### config.mk
export PLATFORM = sky130hd
export DESIGN_NAME = hitless_ref_corrector
export DESIGN_NICKNAME = d
export VERILOG_FILES = /design/src/rtl/hitless_ref_corrector.sv
export SDC_FILE = /design/constraint.sdc
export NUM_CORES = 1
export LEC_CHECK = 0
export CAP_MARGIN = 20
export CORE_ASPECT_RATIO = 0.9
export CORE_MARGIN = 2
export CORE_UTILIZATION = 40
export CTS_CLUSTER_SIZE = 16
export DETAILED_ROUTE_END_ITERATION = 8
export REMOVE_ABC_BUFFERS = 1
export SLEW_MARGIN = 5
export SYNTH_ARGS = -nofsm -noshare
export SYNTH_HDL_FRONTEND = slang
export SYNTH_SLANG_ARGS = --single-unit
export TNS_END_PERCENT = 5
### constraint.sdc
create_clock -name clk -period 3.5 [get_ports clk]
set_input_delay 0.35 -clock clk [delete_from_list [all_inputs] [get_ports clk]]
set_output_delay 0.35 -clock clk [all_outputs]
set_load 0.05 [all_outputs]
### src/rtl/hitless_ref_corrector.sv
module hitless_ref_corrector #(
  parameter int PW      = 16,
  parameter int PERIOD  = 31250,
  parameter int FRAME   = 31250,
  parameter int STEP    = 1,
  parameter int CLR_MIN = 75
) (
  input  logic          clk,
  input  logic          rst_n,
  input  logic          ref_a_i,
  input  logic          ref_b_i,
  input  logic          fb_i,
  input  logic          ref_sel_i,
  input  logic          clr_n_i,
  output logic          vref_o,
  output logic          holdover_o,
  output logic          ref_sel_o,
  output logic [PW-1:0] delay_o
);
  localparam int CW = $clog2(CLR_MIN + 1);
  localparam int FW = $clog2(FRAME + 1);
  localparam logic [PW-1:0] P_W    = PW'(PERIOD);
  localparam logic [PW-1:0] P_M1   = PW'(PERIOD - 1);
  localparam logic [PW-1:0] HALF   = PW'(PERIOD / 2);
  localparam logic [PW-1:0] STEP_W = PW'(STEP);

  typedef enum logic [1:0] {S_NORM, S_WREF, S_WFB} st_t;

  st_t           st_q;
  logic          sel_q, clearing_q;
  logic [PW-1:0] ph_q, ph_now, delay_q;
  logic [CW-1:0] lo_cnt_q;
  logic [FW-1:0] fr_cnt_q;
  logic          ref_hit, load, clr_go, step;

  assign ref_hit = sel_q ? ref_b_i : ref_a_i;
  assign ph_now  = ref_hit ? '0 : ((ph_q == P_M1) ? '0 : ph_q + 1'b1);
  assign load    = fb_i && ((st_q == S_WFB) || (st_q == S_WREF && ref_hit));
  assign clr_go  = clr_n_i && (lo_cnt_q >= CW'(CLR_MIN)) && (st_q == S_NORM);
  assign step    = clearing_q && (st_q == S_NORM) && (fr_cnt_q == FW'(FRAME - 1)) && (delay_q != '0);

  assign vref_o     = (st_q == S_NORM) && (ph_now == delay_q);
  assign holdover_o = (st_q != S_NORM);
  assign ref_sel_o  = sel_q;
  assign delay_o    = delay_q;

  always_ff @(posedge clk or negedge rst_n) begin
    if (!rst_n) begin
      st_q  <= S_NORM;
      sel_q <= 1'b0;
      ph_q  <= '0;
    end else begin
      ph_q <= ph_now;
      case (st_q)
        S_NORM: if (ref_sel_i != sel_q) begin
          sel_q <= ref_sel_i;
          st_q  <= S_WREF;
        end
        S_WREF: if (ref_hit) st_q <= fb_i ? S_NORM : S_WFB;
        S_WFB:  if (fb_i) st_q <= S_NORM;
        default: st_q <= S_NORM;
      endcase
    end
  end

  always_ff @(posedge clk or negedge rst_n) begin
    if (!rst_n) begin
      delay_q    <= '0;
      clearing_q <= 1'b0;
      lo_cnt_q   <= '0;
      fr_cnt_q   <= '0;
    end else begin
      if (!clr_n_i) lo_cnt_q <= (lo_cnt_q >= CW'(CLR_MIN)) ? lo_cnt_q : lo_cnt_q + 1'b1;
      else          lo_cnt_q <= '0;

      if (st_q != S_NORM)   clearing_q <= 1'b0;
      else if (clr_go)      clearing_q <= 1'b1;
      else if (delay_q == '0) clearing_q <= 1'b0;

      if (clr_go)          fr_cnt_q <= '0;
      else if (clearing_q) fr_cnt_q <= (fr_cnt_q == FW'(FRAME - 1)) ? '0 : fr_cnt_q + 1'b1;

      if (load) delay_q <= ph_now;
      else if (step) begin
        if (delay_q <= HALF) delay_q <= (delay_q > STEP_W) ? delay_q - STEP_W : '0;
        else                 delay_q <= ((P_W - delay_q) > STEP_W) ? delay_q + STEP_W : '0;
      end
    end
  end

  function automatic logic [PW-1:0] to_zero(input logic [PW-1:0] x);
    return (x <= HALF) ? x : P_W - x;
  endfunction

  function automatic logic [PW-1:0] ring_gap(input logic [PW-1:0] a, input logic [PW-1:0] b);
    logic [PW-1:0] d;
    d = (a >= b) ? a - b : b - a;
    return (d <= HALF) ? d : P_W - d;
  endfunction

  p_enter_hold_r2: assert property (@(posedge clk) disable iff (!rst_n)
    (st_q == S_NORM && ref_sel_i != sel_q) |=> (holdover_o && ref_sel_o == $past(ref_sel_i)));

  p_exit_on_fb_r3: assert property (@(posedge clk) disable iff (!rst_n)
    $fell(holdover_o) |-> $past(fb_i));

  p_delay_range_r4: assert property (@(posedge clk) disable iff (!rst_n)
    delay_q < P_W);

  p_clear_width_r7: assert property (@(posedge clk) disable iff (!rst_n)
    $rose(clearing_q) |-> ($past(lo_cnt_q) >= CW'(CLR_MIN)));

  p_step_bound_r8: assert property (@(posedge clk) disable iff (!rst_n)
    (st_q == S_NORM && $past(st_q) == S_NORM) |-> (ring_gap(delay_q, $past(delay_q)) <= STEP_W));

  p_toward_zero_r9: assert property (@(posedge clk) disable iff (!rst_n)
    (st_q == S_NORM && $past(st_q) == S_NORM && delay_q != $past(delay_q))
      |-> (to_zero(delay_q) < to_zero($past(delay_q))));

  p_switch_stops_clear_r10: assert property (@(posedge clk) disable iff (!rst_n)
    $rose(holdover_o) |=> !clearing_q);
endmodule

==> After elaboration in Yosys (flattened, before gate mapping) <==
Index checks and enable logic that the tools add are counted.
Widths: inputs -> output; s select.
{ "totals": {"reg_bits": 58, "in_bits": 7, "out_inout_bits": 19} }
{ "classes": {"add_sub_neg": 6, "magnitude_cmp": 4, "eq_ne": 10, "mux": 21, "n_reduce_logical": 18} }
{ "ops": {"columns": ["op", "count"], "rows": [
  ["$mux 16", 7],
  ["$mux 15", 3],
  ["$add 16x1->16 const B", 2],
  ["$gt 16x1->1 const B", 2],
  ["$eq 16x15->1 const B", 1],
  ["$eq 16x16->1", 1],
  ["$le 16x14->1 const B", 1],
  ["$logic_not 16->1", 1],
  ["$reduce_bool 16->1", 1],
  ["$sub 15x16->16 const A", 1],
  ["$sub 16x1->16 const B", 1],
  ["$add 15x1->15 const B", 1],
  ["$eq 15x15->1 const B", 1],
  ["$mux 7", 2],
  ["$logic_and 1x1->1", 8],
  ["$mux 2", 4],
  ["$add 7x1->7 const B", 1],
  ["$ge 7x7->1 const B", 1],
  ["$ne 2x2->1 const B", 3],
  ["$pmux 2 s3", 1],
  ["$reduce_bool 2->1", 3],
  ["$mux 1", 4],
  ["$reduce_and 3->1", 1],
  ["$reduce_bool 3->1", 1],
  ["7 further kinds", 7]
]} }

==> Depth between registers and ports, before layout <==
{ "logic_depth": {"depth_word": 6, "mapped_depth": 11} }

==> Least setup slack after synthesis <==
OpenSTA, ideal clock, no wires.
{ "synth_timing": {"path_type": "register to output", "from": "reg sel_q (netlist: ref_sel_o)", "to": "out vref_o", "arrival_ps": 2596, "required_time_ps": 3150, "path_slack_ps": 554, "path_stages_with_launch": 8, "n_path_buf": 0, "cell_sequence": "dfrtp_1 mux2i_1 inv_1 nor3_1 xnor2_1 o2111ai_1 nor4_2 and4_1"} }
{ "synth_between": {"elab_chain_len": 4} }
{ "synth_lines": {"columns": ["item", "line_no", "text"], "rows": [
  ["from (decl)", "30", "logic sel_q, clearing_q;"],
  ["from (signal assigned)", "56", "sel_q <= ref_sel_i;"],
  ["$mux 1", "36", "assign ref_hit = sel_q ? ref_b_i : ref_a_i;"],
  ["$mux 16", "37", "assign ph_now = ref_hit ? '0 : ((ph_q == P_M1) ? '0 : ph_q + 1'b1);"],
  ["named net ph_now[3]", "31", "logic [PW-1:0] ph_q, ph_now, delay_q;"],
  ["$eq 16x16->1", "42", "assign vref_o = (st_q == S_NORM) && (ph_now == delay_q);"],
  ["$logic_and 1x1->1", "42", null],
  ["to (decl)", "15", "output logic vref_o,"]
]} }
The timed path passes the listed nets, and every way through them passes these cells.

==> Final worst setup path <==
{ "layout_timing": {"from": "reg ph_q[0]", "to": "out vref_o"} }
{ "layout_between": {"elab_chain_len": 5} }
{ "layout_lines": {"columns": ["item", "line_no", "text"], "rows": [
  ["from (decl)", "31", null],
  ["from (signal assigned)", "53", "ph_q <= ph_now;"],
  ["$add 16x1->16 or $eq 16x15->1 (tied branches)", "37", null],
  ["$mux 16 * (2 in series)", "37", null],
  ["$eq 16x16->1 *", "42", null],
  ["$logic_and 1x1->1 *", "42", null]
]} }
Every way passes the cells marked *; elsewhere a longest branch is shown, timed or not.

==> reports/metrics.cfg <==
[clock_network]
h-tree-depth=3
post_cts_hold_buffer_count=0
cts_setup_buffers=0
ctsRootBufferMaster=sky130_fd_sc_hd__clkbuf_16
cts.clk_slew.worst_paths_ps=60
cts_buffer_depth=2
cts_tree=done
gates_resized_cts_repair=0
cts-buffers-inserted=9
clk_latency_ps=340
clkSinkCount=58

[timing]
maxSlewHeadroom=0.5570
finClkSkew_ps=12.94
timing.final.hold_violations=0
report.final.slew_viol_count=0
final_critical_path_setup_slack_ps=197.6
finalSetupViolCount=0
fmax_mhz=302.8
tightest_slew_ps=664.5
finalCritPeriodShare=0.9436
layout_min_cycle_time_ps=3302

[cells_and_area]
final_common_cell=sky130_fd_sc_hd__dfrtp_1
final-instance-count-excl-fill=711
final_cell_mix=sky130_fd_sc_hd__dfrtp_1, sky130_fd_sc_hd__nor2_1, sky130_fd_sc_hd__nand2_1
area_growth_syn_to_layout_pct=18.27
diodes=0
final_nets=592
layout_cells_sized_above_1=0.1107
filler_cell_count=1070

[logic_synthesis]
avgSynthCellArea_um2=8.125
postSynthCellCount=547
synth.ff_latch_count=58
synth.lib_cells_used.distinct=67
async_set_reset_flop_share_out_of_synthesis=1.000
synth_ff_type=sky130_fd_sc_hd__dfrtp_1
post_synthesis_instance_area_um2=4444
synth_enable_flop_cells=0
yosysWarnings=0
synth.yosys.seq_area_share=0.3266

[die]
standard_cell_core_area_um2=10810
design.die.area_um2=11970
chipHeight_um=104.0
row_count=36
start_util=0.4111
fp.dieW_um=115.1
top_level_ports=26

[global_routing]
grt.overflow.total=0
antenna_violations_before_repair=0
grt_start_max_net_pins=32
gr-usage-all-layers=0.2287
grt_first_pass_wirelength_um=21550
grt_pass1_vias=3989

[worst_setup_path]
reg2reg_setup_slack_ps=600
critPathKind=reg -> out
ff2ff_path_depth=8
timing.rr.start=delay_o[7]
critical_path.startpoint_type=flop
r2r-end=delay_o[9]
cp_max_fo=7
endpoint_kind=output pin
startpoint=ph_q[0]
crit_arrival_ps=2950
critical_path_required_ps=3150

[flow_run]
drv.max_cap_violation_count=0

[route]
drt_first_iter_violations=422
wl_per_cell_um=18.60
viasPerCell=6.219
routed_wl_um=13220
dr.pass1.iters=5
num_vias=4422
drc=0
final_antenna_net_count=0

[place]
placement.io_buffers=25
routabilityCongestion=0.9650
detailedPlace.worstSlack_ps=499.5
hpwlAfterDp_um=9634
dpl.cell_count=696

[worst_hold_path]
hold_path_class=in -> async

[power_and_ir_drop]
leakage_nw=2.095
peakVddDrop_uv=356.8
power.density_nw_per_um2=679.0

[status]
status=finished, final reports clean

logic make-up after synthesis:
logic type,count (synthesis),synth area share
AO/OA/AOI/OAI,158,0.2399
XOR/XNOR,28,0.05856
adder cells (fa/ha/maj),11,0.03097
buffers and inverters,54,0.04701
flip-flops,58,0.3266
multiplexers,7,0.01689
AND/OR/NAND/NOR,231,0.2801
power breakdown:
group / leakage [nW] / total (W) / internal, W / switching, W
registers: 0.719 / 0.000993 / 0.000785 / 0.000208
logic: 1.22 / 0.00160 / 0.000584 / 0.00102
clock network: 0.156 / 0.000975 / 0.000658 / 0.000317
total: 2.10 / 0.00357 / 0.00203 / 0.00154
synthesized netlist by cell type, types with 3 or more instances:
library cell	instances	area share
sky130_fd_sc_hd__dfrtp_1	58	0.33
sky130_fd_sc_hd__nor2_1	57	0.048
sky130_fd_sc_hd__nand2_1	38	0.032
sky130_fd_sc_hd__o21ai_0	36	0.041
sky130_fd_sc_hd__a21oi_1	35	0.039
sky130_fd_sc_hd__clkbuf_1	29	0.024
sky130_fd_sc_hd__nor3_1	25	0.028
sky130_fd_sc_hd__nand3_1	23	0.026
sky130_fd_sc_hd__inv_1	20	0.017
sky130_fd_sc_hd__xnor2_1	17	0.034
sky130_fd_sc_hd__a211oi_1	11	0.019
sky130_fd_sc_hd__and3_1	11	0.015
sky130_fd_sc_hd__ha_1	11	0.031
sky130_fd_sc_hd__a31oi_1	10	0.014
sky130_fd_sc_hd__xor2_1	10	0.020
sky130_fd_sc_hd__nand2b_1	9	0.013
sky130_fd_sc_hd__o211ai_1	9	0.015
sky130_fd_sc_hd__o31ai_1	9	0.015
sky130_fd_sc_hd__nor3b_1	8	0.014
sky130_fd_sc_hd__or4_1	8	0.014
sky130_fd_sc_hd__and4_1	7	0.014
sky130_fd_sc_hd__or3_1	7	0.0099
sky130_fd_sc_hd__nor4_1	6	0.0084
sky130_fd_sc_hd__a211o_1	5	0.0099
sky130_fd_sc_hd__and2_1	5	0.0070
sky130_fd_sc_hd__buf_2	5	0.0056
sky130_fd_sc_hd__nand4_1	5	0.0070
sky130_fd_sc_hd__o2111ai_1	5	0.0099
sky130_fd_sc_hd__o22ai_1	5	0.0070
sky130_fd_sc_hd__or2_2	5	0.0070
sky130_fd_sc_hd__mux2_2	4	0.010
sky130_fd_sc_hd__nor2b_1	4	0.0056
sky130_fd_sc_hd__a32oi_1	3	0.0059
sky130_fd_sc_hd__mux2i_1	3	0.0068
how the worst max path moves through the flow:
stage	slack, ps	endpoint
floorplan	550	vref_o
global placement	590	vref_o
detailed placement	500	vref_o
CTS	130	vref_o
global route	-10	vref_o
finish	200	vref_o
metal layers:
metal | up-vias | wire length, µm | GRT usage
met5 | - | 0 | 0
met4 | 0 | 216 | 0.06368
met3 | 24 | 914 | 0.05653
met2 | 162 | 5514 | 0.3076
met1 | 2143 | 6579 | 0.3579
li1 | 2093 | - | -
critical path, stage by stage (launching register included):
cell and delay (ps):
sky130_fd_sc_hd__dfrtp_1 440, sky130_fd_sc_hd__ha_1 350, sky130_fd_sc_hd__inv_1 110, sky130_fd_sc_hd__o31a_1 310, sky130_fd_sc_hd__o211ai_1 310, sky130_fd_sc_hd__xnor2_1 110
sky130_fd_sc_hd__a2111o_1 400, sky130_fd_sc_hd__nor4_2 140, sky130_fd_sc_hd__and4_1 290, sky130_fd_sc_hd__buf_12 160
metrics by stage:
stage	TNS [ps]	hold slack [ps]	power [W]	instance area [µm²]	util
finish	0	27.25	0.003569	5256	0.4862
global route	-10.53	91.28	0.003777	5256	0.4862
CTS	0	52.42	0.003559	5240	0.4847
detailed placement	0	420.6	0.002568	4920	0.4551
global placement	0	419.7	0.002551	4920	0.4551
floorplan	0	54.41	0.001981	4310	-
sequential cells by signal, indices dropped and copies added (netlist names):
signal / cells
delay_o: 16
ph_q: 16
fr_cnt_q: 15
lo_cnt_q: 7
st_q: 2
clearing_q: 1
ref_sel_o: 1
final cells by class:
class / count / area, µm² / share of cell area
Inverter: 20 / 75.07 / 0.01428
Multi-Input combinational cell: 435 / 2800 / 0.5327
Sequential cell: 58 / 1451 / 0.2761
Tap cell: 133 / 166.4 / 0.03166
Timing Repair Buffer: 50 / 442.9 / 0.08427
Clock buffer: 13 / 260.3 / 0.04951
Clock inverter: 2 / 60.06 / 0.01143
Note: power is estimated with default switching activity, not from simulation.
